==> src/rtl/exc_admit_pkg.sv <==
package exc_admit_pkg;

  typedef enum logic [1:0] {
    CLS_NMI   = 2'd0,
    CLS_HARDF = 2'd1,
    CLS_FAULT = 2'd2,
    CLS_IRQ   = 2'd3
  } exc_cls_e;

  typedef enum logic [1:0] {
    SEL_GLOB = 2'd0,
    SEL_FLT  = 2'd1,
    SEL_THR  = 2'd2,
    SEL_NONE = 2'd3
  } mask_sel_e;

endpackage

==> src/rtl/exc_rst_sync.sv <==
module exc_rst_sync #(
  parameter int STAGES = 2
) (
  input  logic clk,
  input  logic rst_n,
  output logic rst_n_sync
);
  logic [STAGES-1:0] sync_q;
  logic [STAGES-1:0] sync_d;

  always_comb begin
    sync_d = {sync_q[STAGES-2:0], 1'b1};
  end

  always_ff @(posedge clk or negedge rst_n) begin
    if (!rst_n) sync_q <= '0;
    else        sync_q <= sync_d;
  end

  assign rst_n_sync = sync_q[STAGES-1];
endmodule

==> src/rtl/exc_mask_regs.sv <==
module exc_mask_regs
  import exc_admit_pkg::*;
#(
  parameter int PRIO_W = 8
) (
  input  logic              clk,
  input  logic              rst_n,
  input  logic              wr_en,
  input  logic [1:0]        wr_sel,
  input  logic [PRIO_W-1:0] wr_data,
  input  logic              wr_priv,
  output logic              glob_q,
  output logic              flt_q,
  output logic [PRIO_W-1:0] thr_q
);
  logic              wr_ok;
  logic              glob_en, flt_en, thr_en;
  logic              glob_d, flt_d;
  logic [PRIO_W-1:0] thr_d;

  // Only a privileged writer may update a mask.
  assign wr_ok = wr_en & wr_priv;

  always_comb begin
    glob_en = wr_ok && (mask_sel_e'(wr_sel) == SEL_GLOB);
    flt_en  = wr_ok && (mask_sel_e'(wr_sel) == SEL_FLT);
    thr_en  = wr_ok && (mask_sel_e'(wr_sel) == SEL_THR);
    glob_d  = wr_data[0];
    flt_d   = wr_data[0];
    thr_d   = wr_data;
  end

  always_ff @(posedge clk or negedge rst_n) begin
    if (!rst_n) begin
      glob_q <= 1'b0;
      flt_q  <= 1'b0;
      thr_q  <= '0;
    end else begin
      if (glob_en) glob_q <= glob_d;
      if (flt_en)  flt_q  <= flt_d;
      if (thr_en)  thr_q  <= thr_d;
    end
  end
endmodule

==> src/rtl/exc_thr_cmp.sv <==
module exc_thr_cmp #(
  parameter int PRIO_W = 8
) (
  input  logic [PRIO_W-1:0] thr,
  input  logic [PRIO_W-1:0] prio,
  output logic              hit
);
  logic thr_active;

  // Zero threshold disables the compare; equal priority counts as masked.
  assign thr_active = |thr;
  assign hit        = thr_active && (prio >= thr);
endmodule

==> src/rtl/exc_admit_decide.sv <==
module exc_admit_decide
  import exc_admit_pkg::*;
(
  input  logic       vld,
  input  logic [1:0] cls,
  input  logic       glob,
  input  logic       flt,
  input  logic       thr_hit,
  output logic       ok
);
  logic allow;

  always_comb begin
    unique case (exc_cls_e'(cls))
      CLS_NMI:   allow = 1'b1;
      CLS_HARDF: allow = !flt;
      default:   allow = !flt && !glob && !thr_hit;
    endcase
  end

  assign ok = vld && allow;
endmodule

==> src/rtl/exc_admit_gate.sv <==
module exc_admit_gate
  import exc_admit_pkg::*;
#(
  parameter int PRIO_W = 8,
  parameter int DATA_W = 32
) (
  input  logic              clk,
  input  logic              rst_n,
  input  logic              pend_vld,
  input  logic [1:0]        pend_cls,
  input  logic [PRIO_W-1:0] pend_prio,
  input  logic              wr_en,
  input  logic [1:0]        wr_sel,
  input  logic [PRIO_W-1:0] wr_data,
  input  logic              wr_priv,
  output logic              take_ok,
  output logic [DATA_W-1:0] rd_glob,
  output logic [DATA_W-1:0] rd_flt,
  output logic [DATA_W-1:0] rd_thr
);
  localparam int PAD_W = DATA_W - PRIO_W;

  logic              rst_n_sync;
  logic              glob_q, flt_q, thr_hit;
  logic [PRIO_W-1:0] thr_q;

  exc_rst_sync #(.STAGES(2)) u_rst (
    .clk        (clk),
    .rst_n      (rst_n),
    .rst_n_sync (rst_n_sync)
  );

  exc_mask_regs #(.PRIO_W(PRIO_W)) u_regs (
    .clk     (clk),
    .rst_n   (rst_n_sync),
    .wr_en   (wr_en),
    .wr_sel  (wr_sel),
    .wr_data (wr_data),
    .wr_priv (wr_priv),
    .glob_q  (glob_q),
    .flt_q   (flt_q),
    .thr_q   (thr_q)
  );

  exc_thr_cmp #(.PRIO_W(PRIO_W)) u_cmp (
    .thr  (thr_q),
    .prio (pend_prio),
    .hit  (thr_hit)
  );

  exc_admit_decide u_dec (
    .vld     (pend_vld),
    .cls     (pend_cls),
    .glob    (glob_q),
    .flt     (flt_q),
    .thr_hit (thr_hit),
    .ok      (take_ok)
  );

  assign rd_glob = {{(DATA_W-1){1'b0}}, glob_q};
  assign rd_flt  = {{(DATA_W-1){1'b0}}, flt_q};

  generate
    if (PAD_W > 0) begin : g_thr_pad
      assign rd_thr = {{PAD_W{1'b0}}, thr_q};
    end else begin : g_thr_full
      assign rd_thr = thr_q;
    end
  endgenerate
endmodule

==> config.mk <==
export PLATFORM = sky130hd
export DESIGN_NAME = exc_admit_gate
export DESIGN_NICKNAME = d
export VERILOG_FILES = /design/src/rtl/exc_admit_pkg.sv /design/src/rtl/exc_rst_sync.sv /design/src/rtl/exc_mask_regs.sv /design/src/rtl/exc_thr_cmp.sv /design/src/rtl/exc_admit_decide.sv /design/src/rtl/exc_admit_gate.sv
export SDC_FILE = /design/constraint.sdc
export NUM_CORES = 1
export LEC_CHECK = 0
export ABC_AREA = 1
export BUFFER_PORTS_ARGS = -buffer_cell sky130_fd_sc_hd__buf_2
export CAP_MARGIN = 0
export CORE_UTILIZATION = 38
export CTS_CLUSTER_SIZE = 24
export DETAILED_ROUTE_END_ITERATION = 7
export GPL_ROUTABILITY_DRIVEN = 1
export GPL_TIMING_DRIVEN = 0
export MAX_ROUTING_LAYER = met4
export PLACE_DENSITY = 0.81
export SLEW_MARGIN = 0
export SYNTH_ARGS = -nofsm -noshare
export SYNTH_HDL_FRONTEND = slang
export SYNTH_SLANG_ARGS = --single-unit
==> constraint.sdc <==
create_clock -name clk -period 2 [get_ports clk]
set_clock_uncertainty 0.05 [all_clocks]
set_input_delay 0.3 -clock clk [delete_from_list [all_inputs] [get_ports clk]]
set_output_delay 0.3 -clock clk [all_outputs]
set_load 0.02 [all_outputs]
==> flow_summary.ini <==
[power_and_ir_drop]
power.total_mw = 1.125
p_leak_nw = 1.333
power.density_nw_per_um2 = 544.5
ir_drop_v = 0.0003947

[layout]
instances_no_fill = 354
fin_util_pct = 60.48
final_common_cell = buf_4
final_cell_mix = buf_4 (93), conb_1 (87), buf_2 (34)
nNetsFinal = 342
drive_above_1_share_pct = 48.05
diodes = 0
fillCellCount = 342
area_growth_pct = 49.01
final_design_area_no_fill_um2 = 2066

[yosys]
ys_types = 18
synth_seq_cells = 12
synth_area_leaders = buf_4 (48%), dfrtp_1 (22%), ha_1 (7.2%), nand2_1 (5.1%), a21oi_1 (3.6%)
synth.cell_area_um2 = 1386
yosys_warnings = 0
synth_seq_area_share_pct = 21.66
yosysTopAreaCell = buf_4
synth_top_area_share_pct = 47.65
synthCells = 179
synth_area_per_cell_um2 = 7.745

[global_routing]
grt_pass1_wl_um = 4008
grt.total_usage_pct = 13.18
overflow = 0
antenna_found_initial = 0
grt_max_degree = 11
grt_pass1_vias = 974

[place]
post-place-ws_ns = 0.1611
dpl_cell_area_um2 = 1938
port_buffers = 35
post-dp-hpwl_um = 2229
place_inst = 345
place_congestion = 0.7630

[critical_path]
endpoint_kind = output port
crit_type = flop to output port
arrival_ns = 1.70
worstPathRequired_ns = 1.65
path_max_fanout = 4
crit_path_start_kind = flop

[clock_network]
clockBufferDepth = 2
h-tree-depth = 1
clk_pin_slew_ns = 0.07
cts-root-buf = clkbuf_4
cts_made_buffers = 3
clk_latency_ns = 0.26
clock_sinks = 12
tritoncts = built

[timing]
setup_viol = 1
period_needed_ns = 2.048
whs_ns = 0.1186
tns_ns = -0.04795
fin_ws_ns = -0.04795
hold_viol_final = 0
drv_slew = 0
rsz0062_at_grt = true
max_freq_mhz = 488.3
period_share_pct = 102.4

[die]
num_rows = 21
dieArea_um2 = 3894
io_pins = 122
die_y_um = 62.40
coreArea_um2 = 3416
die-width_um = 62.40
start_util_pct = 40.59

[run]
max_cap_violations = 0

[detailed_routing]
routed_via_density = 3.297
drc = 0
vias = 1167
drt_iter0_drc = 16
wl_per_cell_um = 7.119
first_pass_iters = 4
totalWireLength_um = 2520
antenna_left = 0

[outcome]
status = complete, but fails checks
violations = setup timing

[worst_hold_path]
hp-class = flop to async pin
[cell families (layout without fill, tap and decap cells)]
kind of cell / count (synthesis) / in the layout / synth area share [%]
DFF: 12 / 12 / 21.66
and+or+nand+nor: 36 / 36 / 11.55
buffers and inverters: 105 / 149 / 52.80
other: 2 / 87 / 0.5417
AOI/OAI and AO/OA: 16 / 16 / 6.227
adders and majority gates: 8 / 8 / 7.221
[report_power, final]
| part | internal, mW | switching, mW |
|---|---|---|
| Combinational | 0.266 | 0.359 |
| Clock | 0.111 | 0.0756 |
| Sequential | 0.282 | 0.0314 |
| Total | 0.659 | 0.466 |
[synthesized netlist by cell type]
master   number
dfrtp_1      12
inv_2         3
ha_1          8
o21ai_1       1
nand3_1       2
nand3_4       1
conb_1        2
nand2_1      19
o21ai_0       3
nor3_2        1
o21a_1        1
buf_4        88
inv_1        13
buf_6         1
a21oi_1      10
a21oi_2       1
nor2_1       12
nand4_1       1
[per-layer routing]
layer	vias up	share of wire, %	GRT usage, %
li1	635	-	-
met1	468	32	12.34
met2	62	56	25.00
met3	2	11	5.292
met4	0	0.75	2.616
met5	-	0	-
[what timing repair did]
| action | CTS | global route |
|---|---|---|
| pin swaps | 2 | 0 |
| hold buffers | 1 | 0 |
| setup endpoints to repair | 1 | 1 |
| buffers inserted | 4 | 0 |
| endpoints found under the hold margin | 2 | 0 |
| gates resized for setup | 10 | 1 |
[worst paths after layout]
path                                                   from  slack [ns]                           to  cells after the start
min in group clk                                 wr_data[5]        0.23  u_regs.thr_q[5]$_DFFE_PN0P_                      3
worst min register to register    u_rst.sync_q[1]$_DFF_PN0_        0.12  u_regs.thr_q[1]$_DFFE_PN0P_                      0
max in group asynchronous         u_rst.sync_q[1]$_DFF_PN0_        1.49     u_regs.flt_q$_DFFE_PN0P_                      0
worst max register to register  u_regs.thr_q[3]$_DFFE_PN0P_        1.20  u_regs.thr_q[3]$_DFFE_PN0P_                      3
worst max-delay path            u_regs.thr_q[0]$_DFFE_PN0P_       -0.05                      take_ok                     11
worst min-delay path              u_rst.sync_q[1]$_DFF_PN0_        0.12  u_regs.thr_q[1]$_DFFE_PN0P_                      0
[flip-flops by register name, indices dropped and copies added (netlist names)]
name / flops
u_rst.sync_q: 2
u_regs.flt_q: 1
u_regs.glob_q: 1
u_regs.thr_q: 8
[critical path, stage by stage, from the launching register on]
cell and delay, ns:
dfrtp_1 0.42, ha_1 0.28, nand2_1 0.07, nor2_2 0.03
nor2_1 0.08, nand2_1 0.06, nand2_1 0.05, nand2_1 0.05
nand2_1 0.06, nand2_1 0.06, a21oi_2 0.11, buf_4 0.15
[final cells by class]
| class | count | area [um2] | area share, % |
|---|---|---|---|
| Inverter | 16 | 60.06 | 2.907 |
| Buffer | 89 | 671.9 | 32.53 |
| Tap cell | 46 | 57.56 | 2.786 |
| Timing Repair Buffer | 40 | 217.7 | 10.54 |
| Clock buffer | 4 | 36.28 | 1.757 |
| Sequential cell | 12 | 300.3 | 14.54 |
| Multi-Input combinational cell | 147 | 721.9 | 34.95 |
(Power assumes the default switching activity.)
